[config.mk]
export PLATFORM = sky130hd
export DESIGN_NAME = cim_ctrl_pin_mgr
export DESIGN_NICKNAME = d
export VERILOG_FILES = /design/src/rtl/cim_pkg.sv /design/src/rtl/cim_pin_filter.sv /design/src/rtl/cim_route_check.sv /design/src/rtl/cim_relock_fsm.sv /design/src/rtl/cim_ctrl_pin_mgr.sv
export SDC_FILE = /design/constraint.sdc
export NUM_CORES = 1
export LEC_CHECK = 0
export BUFFER_PORTS_ARGS = -buffer_cell sky130_fd_sc_hd__buf_2
export CORE_ASPECT_RATIO = 1.5
export CORE_MARGIN = 2
export CORE_UTILIZATION = 30
export CTS_CLUSTER_SIZE = 30
export DETAILED_ROUTE_END_ITERATION = 10
export PLACE_DENSITY_LB_ADDON = 0.08
export SLEW_MARGIN = 20
export SYNTH_ARGS = -nofsm -noshare
export SYNTH_HDL_FRONTEND = slang
export SYNTH_SLANG_ARGS = --single-unit
[constraint.sdc]
create_clock -name clk -period 2.1 [get_ports clk]
set_input_delay 0.315 -clock clk [delete_from_list [all_inputs] [get_ports clk]]
set_output_delay 0.315 -clock clk [all_outputs]
set_load 0.02 [all_outputs]
[src/rtl/cim_pkg.sv]
package cim_pkg;
  typedef enum logic [1:0] {
    ROLE_FSEL = 2'd0,
    ROLE_SUSP = 2'd1,
    ROLE_OE   = 2'd2,
    ROLE_SHUT = 2'd3
  } role_e;

  typedef enum logic [1:0] {
    PW_RUN    = 2'd0,
    PW_OFF    = 2'd1,
    PW_RELOCK = 2'd2
  } pwr_e;
endpackage

[src/rtl/cim_pin_filter.sv]
module cim_pin_filter #(
  parameter int SYNC_STAGES = 2
) (
  input  logic clk,
  input  logic rst,
  input  logic pin_i,
  output logic lvl_o
);
  logic [SYNC_STAGES-1:0] sync_q;
  logic                   prev_q;

  always_ff @(posedge clk) begin
    if (rst) begin
      sync_q <= '1;
      prev_q <= 1'b1;
      lvl_o  <= 1'b1;
    end else begin
      sync_q <= {sync_q[SYNC_STAGES-2:0], pin_i};
      prev_q <= sync_q[SYNC_STAGES-1];
      if (prev_q == sync_q[SYNC_STAGES-1])
        lvl_o <= prev_q;
    end
  end
endmodule

[src/rtl/cim_route_check.sv]
module cim_route_check #(
  parameter int NUM_PLL = 3,
  parameter int NUM_OUT = 3,
  parameter int SRC_W   = 2
) (
  input  logic [NUM_PLL-1:0]       pll_mask_i,
  input  logic [NUM_OUT-1:0]       out_mask_i,
  input  logic [NUM_OUT*SRC_W-1:0] src_i,
  output logic [NUM_OUT-1:0]       eff_mask_o,
  output logic                     err_o
);
  logic [NUM_OUT-1:0] forced;

  for (genvar o = 0; o < NUM_OUT; o++) begin : g_out
    logic [SRC_W-1:0] code;
    assign code = src_i[o*SRC_W +: SRC_W];
    always_comb begin
      forced[o] = 1'b0;
      for (int p = 0; p < NUM_PLL; p++)
        if (code == SRC_W'(p + 1) && pll_mask_i[p])
          forced[o] = 1'b1;
    end
  end

  assign eff_mask_o = out_mask_i | forced;
  assign err_o      = |(forced & ~out_mask_i);
endmodule

[src/rtl/cim_relock_fsm.sv]
module cim_relock_fsm
  import cim_pkg::*;
#(
  parameter int LOCK_WAIT = 4096
) (
  input  logic clk,
  input  logic rst,
  input  logic shut_req_i,
  input  logic lock_all_i,
  output pwr_e state_o,
  output logic lock_err_o
);
  localparam int CNT_W = $clog2(LOCK_WAIT + 1);

  logic [CNT_W-1:0] cnt_q;

  always_ff @(posedge clk) begin
    if (rst) begin
      state_o    <= PW_RUN;
      cnt_q      <= '0;
      lock_err_o <= 1'b0;
    end else begin
      unique case (state_o)
        PW_RUN: if (shut_req_i) state_o <= PW_OFF;
        PW_OFF: if (!shut_req_i) begin
          state_o <= PW_RELOCK;
          cnt_q   <= '0;
        end
        PW_RELOCK: begin
          if (shut_req_i) begin
            state_o <= PW_OFF;
          end else if (lock_all_i) begin
            state_o <= PW_RUN;
          end else if (cnt_q == CNT_W'(LOCK_WAIT - 1)) begin
            state_o    <= PW_RUN;
            lock_err_o <= 1'b1;
          end else begin
            cnt_q <= cnt_q + 1'b1;
          end
        end
        default: state_o <= PW_RUN;
      endcase
    end
  end
endmodule

[src/rtl/cim_ctrl_pin_mgr.sv]
module cim_ctrl_pin_mgr
  import cim_pkg::*;
#(
  parameter int NUM_PLL     = 3,
  parameter int NUM_OUT     = 3,
  parameter int SYNC_STAGES = 2,
  parameter int LOCK_WAIT   = 4096,
  localparam int SRC_W      = $clog2(NUM_PLL + 1)
) (
  input  logic                     clk,
  input  logic                     rst,
  input  logic                     pin_i,
  input  logic [1:0]               cfg_role_i,
  input  logic [NUM_PLL-1:0]       cfg_pll_mask_i,
  input  logic [NUM_OUT-1:0]       cfg_out_mask_i,
  input  logic [NUM_OUT*SRC_W-1:0] cfg_src_i,
  input  logic [NUM_PLL-1:0]       pll_lock_i,
  output logic [NUM_OUT-1:0]       out_en_o,
  output logic [NUM_PLL-1:0]       pll_run_o,
  output logic                     osc_en_o,
  output logic                     fsel_o,
  output logic                     cfg_err_o,
  output logic                     lock_err_o
);
  role_e              role;
  logic               lvl;
  logic [NUM_OUT-1:0] eff_mask;
  logic               route_err;
  pwr_e               pst;
  logic               shut_req;
  logic [NUM_OUT-1:0] n_out;
  logic [NUM_PLL-1:0] n_run;
  logic               n_osc;
  logic               n_fsel;

  assign role     = role_e'(cfg_role_i);
  assign shut_req = (role == ROLE_SHUT) && !lvl;

  cim_pin_filter #(.SYNC_STAGES(SYNC_STAGES)) u_filt (
    .clk(clk), .rst(rst), .pin_i(pin_i), .lvl_o(lvl)
  );

  cim_route_check #(.NUM_PLL(NUM_PLL), .NUM_OUT(NUM_OUT), .SRC_W(SRC_W)) u_route (
    .pll_mask_i(cfg_pll_mask_i), .out_mask_i(cfg_out_mask_i), .src_i(cfg_src_i),
    .eff_mask_o(eff_mask), .err_o(route_err)
  );

  cim_relock_fsm #(.LOCK_WAIT(LOCK_WAIT)) u_fsm (
    .clk(clk), .rst(rst), .shut_req_i(shut_req), .lock_all_i(&pll_lock_i),
    .state_o(pst), .lock_err_o(lock_err_o)
  );

  always_comb begin
    n_out  = '1;
    n_run  = '1;
    n_osc  = 1'b1;
    n_fsel = 1'b0;
    unique case (role)
      ROLE_FSEL: n_fsel = lvl;
      ROLE_SUSP: if (!lvl) begin
        n_run = ~cfg_pll_mask_i;
        n_out = ~eff_mask;
      end
      ROLE_OE:   if (!lvl) n_out = '0;
      default:   ;
    endcase
    if (pst == PW_OFF) begin
      n_out = '0;
      n_run = '0;
      n_osc = 1'b0;
    end else if (pst == PW_RELOCK) begin
      n_out = '0;
    end
  end

  always_ff @(posedge clk) begin
    if (rst) begin
      out_en_o  <= '1;
      pll_run_o <= '1;
      osc_en_o  <= 1'b1;
      fsel_o    <= 1'b0;
      cfg_err_o <= 1'b0;
    end else begin
      out_en_o  <= n_out;
      pll_run_o <= n_run;
      osc_en_o  <= n_osc;
      fsel_o    <= n_fsel;
      cfg_err_o <= route_err;
    end
  end
endmodule

==> results of run 1 <==
==> cell usage in the layout (no fill, tap or decap), drive strengths merged, types with 2 or more instances in the layout <==
cell    Yosys  final
nand3       9      9
clkbuf      1      7
nand2b      5      5
ha          5      5
nor2b       2      2
mux2        3      3
inv         8      8
a31oi       3      3
o31ai       6      6
nand2      11     11
dfxtp      29     29
nand4       2      2
nor2        6      6
buf         5     33
o21ai       6      6
or4         7      7
and3        2      2
nor4        4      4
mux2i       6      6
or2         4      4
a21oi      15     15
==> final cells by class <==
class	instances	area, µm²
well taps	48	60.06
multi-input cells	109	739.5
flip-flops and latches	29	580.6
clock buffers	7	86.33
repair buffers	33	187.7
inverters	8	30.03
fillers	471	2820
==> worst max-delay path by stage <==
stage / to / depth (start not counted) / startpoint / slack [ns]
after floorplan: u_fsm.cnt_q[5] / 6 / u_fsm.cnt_q[0] / 0.55
after global placement: u_fsm.cnt_q[3] / 7 / cfg_role_i[0] / 0.37
after detailed placement: u_fsm.cnt_q[10] / 5 / u_fsm.cnt_q[1] / 0.34
after CTS: u_fsm.cnt_q[8] / 5 / u_fsm.cnt_q[1] / 0.33
after global routing: u_fsm.cnt_q[8] / 5 / u_fsm.cnt_q[1] / 0.16
final: u_fsm.cnt_q[10] / 5 / u_fsm.cnt_q[1] / 0.34
==> registers in the layout, summed over array words and instances, names as in the netlist <==
register	flops
u_filt.prev_q	1
fsel_o	1
out_en_o	3
osc_en_o	1
u_fsm.lock_err_o	1
pll_run_o	3
cfg_err_o	1
u_fsm.state_o	2
u_filt.sync_q	2
u_fsm.cnt_q	13
u_filt.lvl_o	1
==> layer usage <==
layer	up-vias	global-route usage (%)	wire length [µm]	part of all wire, %
met5	-	0	0	0
met4	0	6.667	38	1.2
met3	4	3.566	161	4.9
met2	34	25.00	1708	52
met1	552	14.14	1363	42
li1	621	-	-	-
==> critical path, delay by kind of cell, from the launching register on <==
family	cells	cell delay, ns
and+or+nand+nor	3	0.92
DFF	1	0.38
adders and majority gates	1	0.23
AOI/OAI and AO/OA	1	0.15
==> power groups by stage <==
stage          Clock [W]  Sequential, W  Combinational [W]
2_1_floorplan          0       0.000582          0.0000375
3_3_place_gp           0       0.000573          0.0000849
3_5_place_dp           0       0.000573          0.0000873
4_1_cts         0.000482       0.000561          0.0000877
5_1_grt         0.000512       0.000561          0.0000961
6_report        0.000458       0.000561          0.0000859
==> through the flow <==
step                area [µm²]  util [%]  setup slack (ns)  instances
floorplan                 1395         -            0.5470        152
global placement          1598     35.47            0.3721        227
detailed placement        1598     35.47            0.3404        227
CTS                       1684     37.39            0.3299        234
global route              1684     37.39            0.1556        234
finish                    1684     37.39            0.3443        234
==> kinds of logic (layout without fill, tap and decap cells) <==
| family | Yosys count | count (layout) | synth area share [%] |
|---|---|---|---|
| adders and majority gates | 5 | 5 | 4.484 |
| buffers and inverters | 14 | 48 | 5.381 |
| DFF | 29 | 29 | 41.61 |
| and+or+nand+nor | 58 | 58 | 25.20 |
| AOI/OAI and AO/OA | 37 | 37 | 16.59 |
| muxes | 9 | 9 | 6.726 |
==> impl_results.md, run 1 <==
- Status: finished, final reports clean
- Synth Net Count: 177
- Clock Pin Slew Worst Setup and Hold Paths: 0.06 ns
- R2R setup slack: 0.34 ns
- Synth Warn #: 0
- DR WL/cell: 13.98 µm
- Hold Crit Depth: 2
- Pwr dens: 656.2 nW/µm²
- Final #Nets: 211
- Crit path DAT: 1.96 ns
- Max Clock Skew: 0.002519 ns
- Cell at the root of the clock tree: clkbuf_8
- Syn avg cell area: 9.178 µm²
- CTS tree: done
- Seq cells post-synth: 29
- Top cell type by total area after synthesis: dfxtp_1
- Worst EP required: 2.30 ns
- Sum Neg Setup Slack: 0 ns
- Initial DRT Pass Iterations: 4
- CP max stage delay: 0.45 ns
- Total track usage: 13.78%
- Synth top cells by count: dfxtp_1, a21oi_1, nand2_1
- Fraction of layout instances using a drive strength above 1: 28.49%
- Congestion Overflow GR: 0
- Worst r2r src: u_fsm.cnt_q[1]
- Sequential Power Share: 50.8%
- Via count: 1211
- Internal Pwr Total: 0.0008571 W
- DRC viols: 0
- IO Port Bufs: 29
- First-pass GRT wire length: 5.313 mm
- Drt initial violations: 27
- CP Capture Type: register
- Unrepaired setup endpoints after global routing: false
- Io pins: 30
- Largest net degree at the start of global routing: 20
- Cell Chain, Critical Path: ha_1 > nand4_2 > nand4b_2 > or4_1 > a21oi_1
- Clk buf depth: 2
- R2R Path End: u_fsm.cnt_q[10]
- Max Slew Vio Count: 0
- Die X-Extent: 59.68 µm
- Max-slew headroom: 71.82%
- Design Power: 0.001105 W
- Psw: 0.0002481 W
- Crit path time final: 1.756 ns
- Power share of the clock group: 41.5%
- Hold Startpoint: pin_i
- Placer's final routability congestion estimate: 0.6638
- Netlist Area Pre-Place: 1395 µm²
- Final wirelength: 3.272 mm
- Hold slack: 0.2228 ns
- Logic pwr share: 7.8%
- Peak supply drop: 0.2037 mV
- Initial Utilization: 30.97%
- Setup-failing EPs final: 0
- Core Rows: 30
- Slowest-stage cell, CP: or4_1
- Period utilisation layout: 83.60%
- Seq/Total Area, Yosys: 41.61%
- Max-cap violation count: 0
- Clock sink count: 29
- Synth top area cells: dfxtp_1, a21oi_1, ha_1
- ANT nets after route: 0
- Main synth FF type: dfxtp_1
- Htree depth: 2
- CTS Hold Bufs: 0
- Die Height: 87.52 µm
- Fraction of registers with async set/reset: 0%
- Synth Instances: 152
- Dpl hpwl: 2.410 mm
- Yosys cell types: 41
- Post-CTS Repair Setup Buffers: 0
- Final Hold Fails: 0
- Clock insertion delay at the later pin of the skew report: 0.27 ns
- Hold Crit Class: input port to register
- P&R area growth vs syn: 20.72%
- Crit-path max FO: 6
- CP Launch Type: register
- Post-CTS resize count: 0
- Antenna violations before repair: 0
- Diode count: 0
- Die Area: 5223 µm²
- Hold Path Sink: u_filt.sync_q[0]
- Cts bufs inserted: 5
- Fmax: 0.5696 GHz
- Setup CP Type: register to register
- Area share of the largest cell type after synthesis: 41.61%
- Number of flops mapped to enable cells by yosys: 0
- Drt via density: 5.175
- Least-Margin Pin Slew: 0.4192 ns
- Leakage: 0.6613 nW
- Most frequent cell after synthesis: dfxtp_1
- Number of global-route vias before repair: 1198
- R2R depth: 5
- Core area: 4504 µm²
- Sw frac: 22.45%
Note: power is estimated with default switching activity, not from simulation.
==> inputs of run 2 (changes only) <==
Clock period 2.1 ns to 1.45 ns, I/O delays scaled along.
==> run 2 against run 1 <==
The run now ends with negative setup slack left. Critical path type unchanged. Core utilization rose by 12 points. Sequential power rose by 44%. Routed wire length rose by 19%. Die area did not move. Worst setup slack got worse by 0.41 ns. Largest power group unchanged. Total power rose by 52%. Largest cell class unchanged. Clock skew rose by 0.0088 ns. Via count rose by 16%.
==> impl_results.md, run 2 (synthesis gave the netlist of run 1 again) <==
- Status: finished with violations
- Failing checks: negative setup slack
- Seq. cell area: 595.6 µm² (+2.6%)
- Clk buf depth: 2 (unchanged)
- Clock sink count: 29 (unchanged)
- Leakage: 0.9156 nW (+38%)
- Antenna violations before repair: 0 (unchanged)
- Cell at the root of the clock tree: clkbuf_8
- Max-cap violation count: 0 (unchanged)
- CP Launch Type: register
- IO Port Bufs: 29 (unchanged)
- ANT nets after route: 0 (unchanged)
- Setup CP Type: register to register
- Largest regs: u_fsm.cnt_q x13, out_en_o x3, pll_run_o x3
- Hold Crit Class: input port to register
- Logic pwr share: 7.9% (about the same)
- Slowest-stage cell, CP: or4_1
- Io pins: 30 (unchanged)
- CP max stage delay: 0.42 ns (-0.03 ns)
- Fmax: 0.6585 GHz (+16%)
- Max-slew headroom: 79.60% (+7.8 points)
- Least-Margin Pin Slew: 0.3033 ns (-0.1159 ns)
- Crit-path max FO: 5 (-1)
- Drt via density: 5.098 (-1.5%)
- Psw: 0.0003856 W (+55%)
- Cell Chain, Critical Path: ha_4 > nand4_4 > nand4b_4 > or4_1 > a21oi_1
- Sw frac: 22.95% (+0.50 points)
- CTS tree: done
- Final #Nets: 251 (+19%)
- Drt initial violations: 30 (+11%)
- Fraction of layout instances using a drive strength above 1: 53.74% (+25 points)
- Placer's final routability congestion estimate: 0.8174 (+23%)
- Most common cell after layout, fill and taps aside: buf_4
- Peak supply drop: 0.5061 mV (+150%)
- Top reg by flops: u_fsm.cnt_q
- Fin util: 49.14% (+12 points)
- Diode count: 0 (unchanged)
- Core area: 4504 µm² (unchanged)
- DR WL/cell: 14.19 µm (+1.5%)
- Most frequent cells in the layout: buf_4, buf_2, dfxtp_1, nand2_1, a21oi_1
- Core Rows: 30 (unchanged)
- Crit path DAT: 1.72 ns (-0.24 ns)
- Clock Pin Slew Worst Setup and Hold Paths: 0.07 ns (about the same)
- DRC viols: 0 (unchanged)
- Initial DRT Pass Iterations: 4 (unchanged)
- Fillers: 451 (-4.2%)
- Initial Utilization: 30.97% (unchanged)
- Period utilisation layout: 104.7% (+21 points)
- Setup WS pre-CTS: -0.2151 ns (-0.5556 ns)
- Setup-failing EPs final: 11 (+11)
- Footprint of the multi-input gates: 928.4 µm² (+26%)
- Clock insertion delay at the later pin of the skew report: 0.28 ns (about the same)
- Area after DPL: 1858 µm² (+16%)
- Final worst slack: -0.06856 ns (-0.4129 ns)
- Pwr dens: 759.2 nW/µm² (+16%)
- Sequential Power Share: 48.1% (-2.7 points)
- Unrepaired setup endpoints after global routing: true
- R2R setup slack: -0.07 ns (-0.41 ns)
- Final Hold Fails: 0 (unchanged)
- P&R area growth vs syn: 58.65%
- First-pass GRT wire length: 6.285 mm (+18%)
- Max FFs per register: 13 (unchanged)
- Die Area: 5223 µm² (unchanged)
- Number of global-route vias before repair: 1423 (+19%)
- Max Slew Vio Count: 0 (unchanged)
- Die X-Extent: 59.68 µm (unchanged)
- Htree depth: 2 (unchanged)
- Die Height: 87.52 µm (unchanged)
- Internal Pwr Total: 0.001295 W (+51%)
- CP Capture Type: register
- Sum Neg Setup Slack: -0.4045 ns (-0.4045 ns)
- Crit path time final: 1.519 ns (-0.2371 ns)
- Power share of the clock group: 44.0% (+2.5 points)
- Max Clock Skew: 0.01133 ns (+0.008808 ns)
- Via count: 1402 (+16%)
- Dpl hpwl: 2.749 mm (+14%)
- Worst EP required: 1.66 ns (-0.64 ns)
- Cts bufs inserted: 5 (unchanged)
- CTS Hold Bufs: 0 (unchanged)
- Largest net degree at the start of global routing: 15 (-25%)
- Final Cell Area: 2213 µm² (+31%)
- Total track usage: 15.99% (+2.2 points)
- Final wirelength: 3.902 mm (+19%)
- Congestion Overflow GR: 0 (unchanged)
[run 2: cell count changes in the layout (fill, tap and decap cells not counted), sizes merged]
cell,previous run,this run
buf,33,73
clkinv,0,1
[run 2: routing by layer]
| metal | up-vias | track usage, % | part of all wire (%) |
|---|---|---|---|
| li1 | 703 | - | - |
| met1 | 653 | 15.37 | 39 |
| met2 | 36 | 30.73 | 55 |
| met3 | 10 | 3.566 | 3.9 |
| met4 | 0 | 7.273 | 2.6 |
| met5 | - | 0 | 0 |
[run 2: final cells by class]
type,count,share of cell area (%)
multi-input combinational,109,41.94
sequential,29,26.91
timing repair buffer,73,22.50
clock buffer,7,4.353
tap,48,2.713
inverter,8,1.357
clock inverter,1,0.2261
[run 2: metrics by stage]
step	hold slack [ns]	std cells	power, W
4_1_cts	0.1179	272	0.001705
3_5_place_dp	0.3940	259	0.0009610
5_1_grt	0.1123	275	0.001765
3_3_place_gp	0.3914	259	0.0009581
6_report	0.1259	275	0.001680
2_1_floorplan	0.3094	152	0.0008971
[run 2: path summary, 6_finish.rpt]
kind,cells after the start,startpoint,to
hold / removal,2,pin_i,u_filt.sync_q[0]
hold reg to reg,1,u_filt.sync_q[0],u_filt.sync_q[1]
setup / recovery,5,u_fsm.cnt_q[1],u_fsm.cnt_q[6]
setup reg to reg,5,u_fsm.cnt_q[1],u_fsm.cnt_q[6]
[run 2: power by group through the flow]
stage | combinational, W | sequential, W | clock (W)
after floorplan | 0.0000548 | 0.000842 | 0
after global placement | 0.000128 | 0.000830 | 0
after detailed placement | 0.000131 | 0.000830 | 0
after CTS | 0.000133 | 0.000812 | 0.000760
after global routing | 0.000150 | 0.000809 | 0.000806
final | 0.000133 | 0.000808 | 0.000739
[run 2: repair_timing]
item,4_1_cts,5_1_grt
gates cloned,1,0
resized for setup,20,23
setup endpoints to repair,12,13
buffers inserted,5,3
pin swaps,11,4
[run 2: worst max-delay path, delay by kind of cell (launching register included)]
kind | cells | cell delay [ns]
adders and majority gates | 1 | 0.15
AOI/OAI and AO/OA | 1 | 0.16
and+or+nand+nor | 3 | 0.78
DFF | 1 | 0.35
